## src/rtl/bitop_pkg.sv

```systemverilog
package bitop_pkg;
    typedef enum logic [3:0] {
        OP_SET  = 4'd0,
        OP_CLR  = 4'd1,
        OP_INV  = 4'd2,
        OP_TST  = 4'd3,
        OP_LD   = 4'd4,
        OP_ILD  = 4'd5,
        OP_ST   = 4'd6,
        OP_IST  = 4'd7,
        OP_AND  = 4'd8,
        OP_IAND = 4'd9,
        OP_OR   = 4'd10,
        OP_IOR  = 4'd11,
        OP_XOR  = 4'd12,
        OP_IXOR = 4'd13,
        OP_RSV0 = 4'd14,
        OP_RSV1 = 4'd15
    } bop_e;

    typedef enum logic {
        ST_IDLE   = 1'b0,
        ST_RESULT = 1'b1
    } bstate_e;
endpackage

```

## src/rtl/bitop_index.sv

```systemverilog
module bitop_index
    import bitop_pkg::*;
#(
    parameter int DATA_W = 8,
    parameter int IDX_W  = $clog2(DATA_W)
) (
    input  bop_e              opc,
    input  logic              from_reg,
    input  logic [IDX_W-1:0]  imm_idx,
    input  logic [IDX_W-1:0]  reg_idx,
    output logic [DATA_W-1:0] sel_mask
);
    logic             reg_allowed;
    logic [IDX_W-1:0] eff_idx;

    // Only the byte-editing and test codes may take a register index.
    assign reg_allowed = (opc == OP_SET) || (opc == OP_CLR) ||
                         (opc == OP_INV) || (opc == OP_TST);
    assign eff_idx = (reg_allowed && from_reg) ? reg_idx : imm_idx;

    for (genvar gi = 0; gi < DATA_W; gi++) begin : g_mask
        assign sel_mask[gi] = (eff_idx == IDX_W'(gi));
    end
endmodule

```

## src/rtl/bitop_logic.sv

```systemverilog
module bitop_logic
    import bitop_pkg::*;
#(
    parameter int DATA_W = 8
) (
    input  bop_e              opc,
    input  logic [DATA_W-1:0] operand,
    input  logic [DATA_W-1:0] sel_mask,
    input  logic              c_cur,
    output logic [DATA_W-1:0] new_byte,
    output logic              new_bwe,
    output logic              new_c,
    output logic              new_cwe,
    output logic              new_z,
    output logic              new_zwe
);
    logic picked;

    assign picked = |(operand & sel_mask);

    always_comb begin
        new_byte = operand;
        new_bwe  = 1'b0;
        new_c    = c_cur;
        new_cwe  = 1'b0;
        new_z    = 1'b0;
        new_zwe  = 1'b0;
        unique case (opc)
            OP_SET:  begin new_byte = operand | sel_mask;  new_bwe = 1'b1; end
            OP_CLR:  begin new_byte = operand & ~sel_mask; new_bwe = 1'b1; end
            OP_INV:  begin new_byte = operand ^ sel_mask;  new_bwe = 1'b1; end
            OP_TST:  begin new_z = ~picked;                new_zwe = 1'b1; end
            OP_LD:   begin new_c = picked;                 new_cwe = 1'b1; end
            OP_ILD:  begin new_c = ~picked;                new_cwe = 1'b1; end
            OP_ST: begin
                new_byte = c_cur ? (operand | sel_mask) : (operand & ~sel_mask);
                new_bwe  = 1'b1;
            end
            OP_IST: begin
                new_byte = c_cur ? (operand & ~sel_mask) : (operand | sel_mask);
                new_bwe  = 1'b1;
            end
            OP_AND:  begin new_c = c_cur & picked;  new_cwe = 1'b1; end
            OP_IAND: begin new_c = c_cur & ~picked; new_cwe = 1'b1; end
            OP_OR:   begin new_c = c_cur | picked;  new_cwe = 1'b1; end
            OP_IOR:  begin new_c = c_cur | ~picked; new_cwe = 1'b1; end
            OP_XOR:  begin new_c = c_cur ^ picked;  new_cwe = 1'b1; end
            OP_IXOR: begin new_c = c_cur ^ ~picked; new_cwe = 1'b1; end
            OP_RSV0, OP_RSV1: begin end
        endcase
    end
endmodule

```

## src/rtl/bitop_unit.sv

```systemverilog
module bitop_unit
    import bitop_pkg::*;
#(
    parameter int DATA_W = 8,
    parameter int IDX_W  = $clog2(DATA_W)
) (
    input  logic              clk,
    input  logic              rst_n,
    input  logic              op_valid,
    input  logic [3:0]        op_code,
    input  logic [DATA_W-1:0] op_byte,
    input  logic [IDX_W-1:0]  bit_imm,
    input  logic [IDX_W-1:0]  bit_reg,
    input  logic              idx_from_reg,
    input  logic              c_in,
    output logic              res_valid,
    output logic [DATA_W-1:0] res_byte,
    output logic              byte_we,
    output logic              c_out,
    output logic              c_we,
    output logic              z_out,
    output logic              z_we
);
    bstate_e           state_q, state_d;
    bop_e              opc;
    logic [DATA_W-1:0] mask;
    logic [DATA_W-1:0] nbyte, byte_q;
    logic              nbwe, nc, ncwe, nz, nzwe;
    logic              bwe_q, c_q, cwe_q, z_q, zwe_q;

    assign opc = bop_e'(op_code);

    bitop_index #(.DATA_W(DATA_W), .IDX_W(IDX_W)) u_idx (
        .opc      (opc),
        .from_reg (idx_from_reg),
        .imm_idx  (bit_imm),
        .reg_idx  (bit_reg),
        .sel_mask (mask)
    );

    bitop_logic #(.DATA_W(DATA_W)) u_logic (
        .opc      (opc),
        .operand  (op_byte),
        .sel_mask (mask),
        .c_cur    (c_in),
        .new_byte (nbyte),
        .new_bwe  (nbwe),
        .new_c    (nc),
        .new_cwe  (ncwe),
        .new_z    (nz),
        .new_zwe  (nzwe)
    );

    // Transitions: GO_RESULT on any request, GO_IDLE otherwise.
    always_comb begin
        unique case (state_q)
            ST_IDLE:   state_d = op_valid ? ST_RESULT : ST_IDLE;
            ST_RESULT: state_d = op_valid ? ST_RESULT : ST_IDLE;
        endcase
    end

    always_ff @(posedge clk) begin
        if (!rst_n) state_q <= ST_IDLE;
        else        state_q <= state_d;
    end

    always_ff @(posedge clk) begin
        if (!rst_n) begin
            byte_q <= '0;
            bwe_q  <= 1'b0;
            c_q    <= 1'b0;
            cwe_q  <= 1'b0;
            z_q    <= 1'b0;
            zwe_q  <= 1'b0;
        end else if (op_valid) begin
            byte_q <= nbyte;
            bwe_q  <= nbwe;
            c_q    <= nc;
            cwe_q  <= ncwe;
            z_q    <= nz;
            zwe_q  <= nzwe;
        end
    end

    always_comb begin
        res_valid = 1'b0;
        res_byte  = '0;
        byte_we   = 1'b0;
        c_out     = 1'b0;
        c_we      = 1'b0;
        z_out     = 1'b0;
        z_we      = 1'b0;
        unique case (state_q)
            ST_IDLE: begin end
            ST_RESULT: begin
                res_valid = 1'b1;
                res_byte  = byte_q;
                byte_we   = bwe_q;
                c_out     = c_q;
                c_we      = cwe_q;
                z_out     = z_q;
                z_we      = zwe_q;
            end
        endcase
    end


    valid_follow_chk: assert property (@(posedge clk) disable iff (!rst_n)
        op_valid |=> res_valid);

    idle_quiet_chk: assert property (@(posedge clk) disable iff (!rst_n)
        !res_valid |-> !(byte_we || c_we || z_we));

    byte_c_excl_chk: assert property (@(posedge clk) disable iff (!rst_n)
        !(byte_we && c_we));

    one_bit_chk: assert property (@(posedge clk) disable iff (!rst_n)
        (op_valid ##1 byte_we) |-> ($countones(res_byte ^ $past(op_byte)) <= 1));

    z_alone_chk: assert property (@(posedge clk) disable iff (!rst_n)
        z_we |-> (!byte_we && !c_we));

    c_keep_chk: assert property (@(posedge clk) disable iff (!rst_n)
        (op_valid ##1 !c_we) |-> (c_out == $past(c_in)));
endmodule

```

## config.mk

```make
export PLATFORM = sky130hd
export DESIGN_NAME = bitop_unit
export DESIGN_NICKNAME = d
export VERILOG_FILES = /design/src/rtl/bitop_pkg.sv /design/src/rtl/bitop_index.sv /design/src/rtl/bitop_logic.sv /design/src/rtl/bitop_unit.sv
export SDC_FILE = /design/constraint.sdc
export NUM_CORES = 1
export LEC_CHECK = 0
export CORE_AREA = 2 2 47 81
export CTS_CLUSTER_DIAMETER = 40
export DETAILED_ROUTE_END_ITERATION = 10
export DIE_AREA = 0 0 49 83
export MAX_ROUTING_LAYER = met4
export PLACE_DENSITY_LB_ADDON = 0.05
export SYNTH_ARGS = -nofsm -noshare
export SYNTH_HDL_FRONTEND = slang
export SYNTH_SLANG_ARGS = --single-unit
export TNS_END_PERCENT = 20
```

## constraint.sdc

```tcl
create_clock -name clk -period 2.7 [get_ports clk]
set_input_delay 0.27 -clock clk [delete_from_list [all_inputs] [get_ports clk]]
set_output_delay 0.27 -clock clk [all_outputs]
set_load 0.005 [all_outputs]
```

* After elaboration in Yosys (flattened, before gate mapping)
Index checks and enable logic that the tools add are counted.
Cells by class: shift operators 0, add/sub/neg operators 0, eq/ne operators 20, order comparisons 0, divide/modulo/power cells 0, reductions and logical operators 9, bitwise operators 12, muxes and demuxes 17, multipliers 0
Operators with widths (count):
- case mux 8 bit (5 select lines) | 1
- == test 4 bit (second input constant) | 6
- 2-to-1 mux 8 bit | 3
- bitwise AND 8 bit | 2
- == test 4 x 3 -> 1 bit (second input constant) | 4
- OR reduction 8 bit | 2
- == test 3 bit (second input constant) | 4
- 2-to-1 mux 1 bit | 11
- == test 4 x 2 -> 1 bit (second input constant) | 2
- inverter 8 bit | 1
- OR 8 bit | 1
- case mux 1 bit (8 select lines) | 1
- bitwise XOR 8 bit | 1
- == test 3 x 2 -> 1 bit (second input constant) | 2
- OR reduction 5 bit | 1
- == test 4 x 1 -> 1 bit (second input constant) | 1
- logical NOT 4 bit | 1
- == test 3 x 1 -> 1 bit (second input constant) | 1
- logical NOT 3 bit | 1
- logical OR 1 bit | 3
- 2-to-1 mux 3 bit | 1
- bitwise AND 1 bit | 2
- OR 1 bit | 2
- bitwise XOR 1 bit | 2
- 2 further kinds | 2
Word-level totals: bits in read-only memories 0, input bits 23, RAM bits 0, logic and storage cells 65, latch bits 0, register bits 14, memories kept 0

* Logic depth before layout (Yosys ltp)
word-level depth 12, mapped depth 11

* Cells and area by module
From an unflattened synthesis, not the netlist that was laid out.
Second synthesis, totals: cells, all modules 219, area total of the unflattened synthesis 1759.2 um^2
Modules (own cells, without submodules):
- bitop_logic | cells each 135, area an instance 909.6 um^2, instances 1
- bitop_unit | cells each 58, area an instance 619.3 um^2, instances 1
- bitop_index | cells each 26, area an instance 230.2 um^2, instances 1

* Worst setup path before layout
Ideal clock, no wire load.
path type in2reg, start point in op_code[2], end point reg c_q, path slack 0.379 ns, buffers on the path 1, arrival time 2.194 ns, required time 2.573 ns, stages on the path 10, library setup time 0.127 ns, cells stage by stage buf_2 -> nor3b_2 -> mux2i_1 -> inv_1 -> ha_1 -> nor4_1 -> nand2_1 -> xnor2_1 -> a221oi_1 -> o22ai_1
Between the ends: longest elaborated chain between the ends 12, elaborated cells on any way between the ends 35
Ends and longest elaborated chain:
- start: declaration | RTL line bitop_unit.sv:10 | input logic [3:0] op_code,
- == test 4 x 1 -> 1 bit or logical NOT 4 bit (tied branches) | RTL line bitop_index.sv:17 | assign reg_allowed = (opc == OP_SET) || (opc == OP_CLR) ||
- logical OR 1 bit (2 in series) | RTL line bitop_index.sv:17
- logical OR 1 bit | RTL line bitop_index.sv:18 | (opc == OP_INV) || (opc == OP_TST);
- logical AND 1 bit | RTL line bitop_index.sv:19 | assign eff_idx = (reg_allowed && from_reg) ? reg_idx : imm_idx;
- 2-to-1 mux 3 bit | RTL line bitop_index.sv:19
- == test 3 x 1 -> 1 bit (tied with other cells) | RTL line bitop_index.sv:22 | assign sel_mask[gi] = (eff_idx == IDX_W'(gi));
- bitwise AND 8 bit | RTL line bitop_logic.sv:19 | assign picked = |(operand & sel_mask);
- OR reduction 8 bit | RTL line bitop_logic.sv:19
- inverter 1 bit
- bitwise XOR 1 bit (tied with other cells) | RTL line bitop_logic.sv:48 | OP_IXOR: begin new_c = c_cur ^ ~picked; new_cwe = 1'b1; end
- case mux 1 bit (8 select lines) (*) | RTL line bitop_logic.sv:28 | unique case (opc)
- end signal: assignment | RTL line bitop_unit.sv:78 | c_q <= nc;
- end: declaration | RTL line bitop_unit.sv:29 | logic bwe_q, c_q, cwe_q, z_q, zwe_q;
Every way passes the cells marked *; elsewhere a longest branch is shown, timed or not. A chain may end at the register's enable or synchronous reset.

* Worst setup path in the final report
start point in idx_from_reg, end point reg c_q
Between the ends: longest elaborated chain between the ends 8, elaborated cells on any way between the ends 20
Ends and longest elaborated chain:
- start: declaration | RTL line bitop_unit.sv:14 | input logic idx_from_reg,
- logical AND 1 bit (*) | RTL line bitop_index.sv:19
- 2-to-1 mux 3 bit (*) | RTL line bitop_index.sv:19
- == test 3 x 1 -> 1 bit (tied with other cells) | RTL line bitop_index.sv:22
- bitwise AND 8 bit (*) | RTL line bitop_logic.sv:19
- OR reduction 8 bit (*) | RTL line bitop_logic.sv:19
- inverter 1 bit
- bitwise XOR 1 bit (tied with other cells) | RTL line bitop_logic.sv:48
- case mux 1 bit (8 select lines) (*) | RTL line bitop_logic.sv:28
Marks and branches as above.

==> out/metrics.yaml <==
run_status:
  outcome: "finished, final reports clean"
hold_path:
  path_type_of_the_worst_min_delay_path: "flop to flop"
pwr:
  cell_pwr_density_mw_per_mm2: 304
  cellLeakagePower_nw: 1.02
  power.ir.vdd_worst_mv: 0.251
  power.total_w: 0.000694
cells_and_area:
  nNetsFinal: 328
  final_area_mm2: 0.00228
  finish.utilization: 0.672
  antenna_cells: 0
  area.growth.synth_to_final_pct: 36.2
  layout-drive-gt1-share: 0.121
die:
  fp.dieH_um: 83
  io_pins: 37
  die_area_mm2: 0.00407
  coreArea_mm2: 0.00340
  die_w_um: 49
  rows: 28
  floorplan.initialDensity: 0.493
grt:
  largest_net_degree_at_the_start_of_global_routing: 17
  grt_pass1_vias: 1914
  grt_remaining_overflow: 0
  antenna_found_initial: 0
  grt.total_usage: 0.294
  first_pass_grt_wire_length_mm: 9.01
critical_path:
  worstPathRequired_ns: 2.83
  cp_startpoint_kind: "input pin"
  worst_ep_arrival_time_ns: 2.69
  setup.worst_path.class: "input pin to flop"
  endpoint_type_of_the_worst_setup_path: "flop"
  critical_path_peak_fanout: 4
place:
  dpl.hpwl_mm: 4.48
  place.gp.congestion: 0.957
  post_dp_cell_area_mm2: 0.00223
  port_buffers: 36
drt:
  antenna_violating_nets_post_route: 0
  total_drc_errors_in_the_routed_layout: 0
  vias: 1886
  drt_pass1_iterations: 4
  finalWirelength_mm: 5.49
  routed_wire_length_per_instance_um: 16.9
  drt_iter0_drc: 66
  drt-vias-per-instance: 5.80
sta:
  hold_viol: 0
  final.period_utilization: 0.947
  setup_viol_count_final: 0
  max_transition_viols_final: 0
  slew_headroom: 0.669
  maxClockFrequency_mhz: 391
  max_slew.worst_pin.slew_ns: 0.495
  unrepaired_setup_endpoints_after_global_routing: "no"
  finalCriticalPeriod_ns: 2.56
  fin_worst_skew_ns: 0
cts:
  postCtsSetupRepairBufs: 0
  clock_sink_count: 14
  clkSlewWorstSetupHoldPaths_ns: 0.06
  clock_latency_ns: 0.25
  post_cts_hold_buffer_count: 0
  cts_buffers: 3
  htree_levels: 1
  clock_path_buffers: 2
  clock_tree_from_tritoncts: "built"
  cts_root_buffer: "sky130_fd_sc_hd__clkbuf_8"
  cts.repair.resized: 0
logic_synthesis:
  mappedNetlistNets: 274
  synth-seq-cells: 14
  primary_flip_flop_cell_chosen_by_synthesis_mapping: "sky130_fd_sc_hd__dfxtp_1"
  syn_area_per_cell_um2: 7.39
  synth-seq-area-share: 0.167
  synth_enable_flop_cells: 0
  synth-async-reset-ratio: 0
  synth_cells: 227
  yosysWarnings: 0
  synthDistinctLibCells: 46
  synth.cell_area_mm2: 0.00168
run:
  max_cap_violations: 0
[power by group]
group	switching (W)	leakage (nW)	internal [W]
clock	0.0000854	0.0288	0.000129
combinational	0.000126	0.876	0.000123
sequential	0.00000929	0.115	0.000221
total	0.000221	1.02	0.000473
[layout make-up]
cell class / instances / area, µm²
well taps: 45 / 56.3
multi-input cells: 178 / 1260
repair buffers: 60 / 541
fillers: 321 / 1110
clock buffers: 4 / 55.1
flip-flops and latches: 14 / 280
inverters: 24 / 90.1
[cell usage after synthesis (5+ instances only)]
cell type / count / area [µm²]
sky130_fd_sc_hd__nor2_1: 17 / 63.8
sky130_fd_sc_hd__nand3_1: 5 / 25.0
sky130_fd_sc_hd__dfxtp_1: 14 / 280
sky130_fd_sc_hd__clkbuf_1: 8 / 30.0
sky130_fd_sc_hd__nor2b_1: 5 / 31.3
sky130_fd_sc_hd__a21oi_1: 10 / 50.1
sky130_fd_sc_hd__and2_1: 13 / 81.3
sky130_fd_sc_hd__o21ai_0: 24 / 120
sky130_fd_sc_hd__inv_1: 23 / 86.3
sky130_fd_sc_hd__nand2_1: 12 / 45.0
sky130_fd_sc_hd__nor3_1: 7 / 35.0
sky130_fd_sc_hd__ha_1: 24 / 300
sky130_fd_sc_hd__nand2b_1: 5 / 31.3
[critical path, stage by stage]
cell,delay (ns)
sky130_fd_sc_hd__clkdlybuf4s50_1,0.49
sky130_fd_sc_hd__or3b_1,0.43
sky130_fd_sc_hd__a32o_1,0.29
sky130_fd_sc_hd__ha_1,0.19
sky130_fd_sc_hd__nor4_1,0.29
sky130_fd_sc_hd__nand2_1,0.17
sky130_fd_sc_hd__xnor2_1,0.17
sky130_fd_sc_hd__a221oi_1,0.27
sky130_fd_sc_hd__o22ai_1,0.11
[logic make-up after synthesis]
group | count (synthesis) | share of synthesized area
AOI/OAI and AO/OA | 59 | 0.231
xor gates and xnor gates | 3 | 0.0239
adders and majority gates | 24 | 0.179
buffers and inverters | 35 | 0.0806
DFF | 14 | 0.167
muxes | 2 | 0.0119
and+or+nand+nor | 90 | 0.307
[final timing paths]
path / start / to / slack, ns / cells after the start
max: idx_from_reg / c_q$_SDFFE_PN0P_ / 0.14 / 9
min: zwe_q$_SDFFE_PN0P_ / zwe_q$_SDFFE_PN0P_ / 0.46 / 2
max reg2reg: c_q$_SDFFE_PN0P_ / c_q$_SDFFE_PN0P_ / 1.89 / 2
min reg2reg: zwe_q$_SDFFE_PN0P_ / zwe_q$_SDFFE_PN0P_ / 0.46 / 2
[cell usage in the layout, fill, tap and decap left out, types with 3 or more instances in the layout]
cell / Yosys / layout
sky130_fd_sc_hd__ha_1: 24 / 24
sky130_fd_sc_hd__nor3_1: 7 / 7
sky130_fd_sc_hd__o21ai_0: 24 / 24
sky130_fd_sc_hd__inv_1: 23 / 23
sky130_fd_sc_hd__clkbuf_8: 0 / 4
sky130_fd_sc_hd__nor2b_1: 5 / 5
sky130_fd_sc_hd__clkdlybuf4s50_1: 0 / 36
sky130_fd_sc_hd__nand2_1: 12 / 12
sky130_fd_sc_hd__and2_1: 13 / 13
sky130_fd_sc_hd__nor4_1: 4 / 4
sky130_fd_sc_hd__a31oi_1: 4 / 4
sky130_fd_sc_hd__nor2_1: 17 / 17
sky130_fd_sc_hd__a21oi_1: 10 / 10
sky130_fd_sc_hd__buf_4: 0 / 24
sky130_fd_sc_hd__nand3_1: 5 / 5
sky130_fd_sc_hd__a32o_1: 3 / 3
sky130_fd_sc_hd__or3_1: 3 / 3
sky130_fd_sc_hd__nor3b_1: 4 / 4
sky130_fd_sc_hd__a32oi_1: 3 / 3
sky130_fd_sc_hd__nand2b_1: 5 / 5
sky130_fd_sc_hd__and3_1: 4 / 4
sky130_fd_sc_hd__dfxtp_1: 14 / 14
[registers in the layout, indices dropped and copies added, names as in the netlist]
register	flops
byte_q	8
bwe_q	1
zwe_q	1
z_q	1
state_q	1
cwe_q	1
c_q	1
[per-layer routing]
metal	global-route usage	routed length, µm	share of wire	vias up
met5	-	0	0	-
met2	0.559	3010	0.55	64
met3	0.0252	197	0.036	30
met4	0.177	327	0.060	0
met1	0.273	1950	0.36	882
li1	-	-	-	910
[stage by stage]
stage	cells	TNS [ns]	setup slack [ns]	hold WS, ns
floorplan	227	0	0.379	0.408
global placement	321	-0.0540	-0.0294	0.446
detailed placement	321	-0.126	-0.0923	0.451
CTS	325	0	0.155	0.461
global route	325	0	0.0493	0.492
finish	325	0	0.144	0.464
No activity file was read; power rests on OpenSTA's default activity.
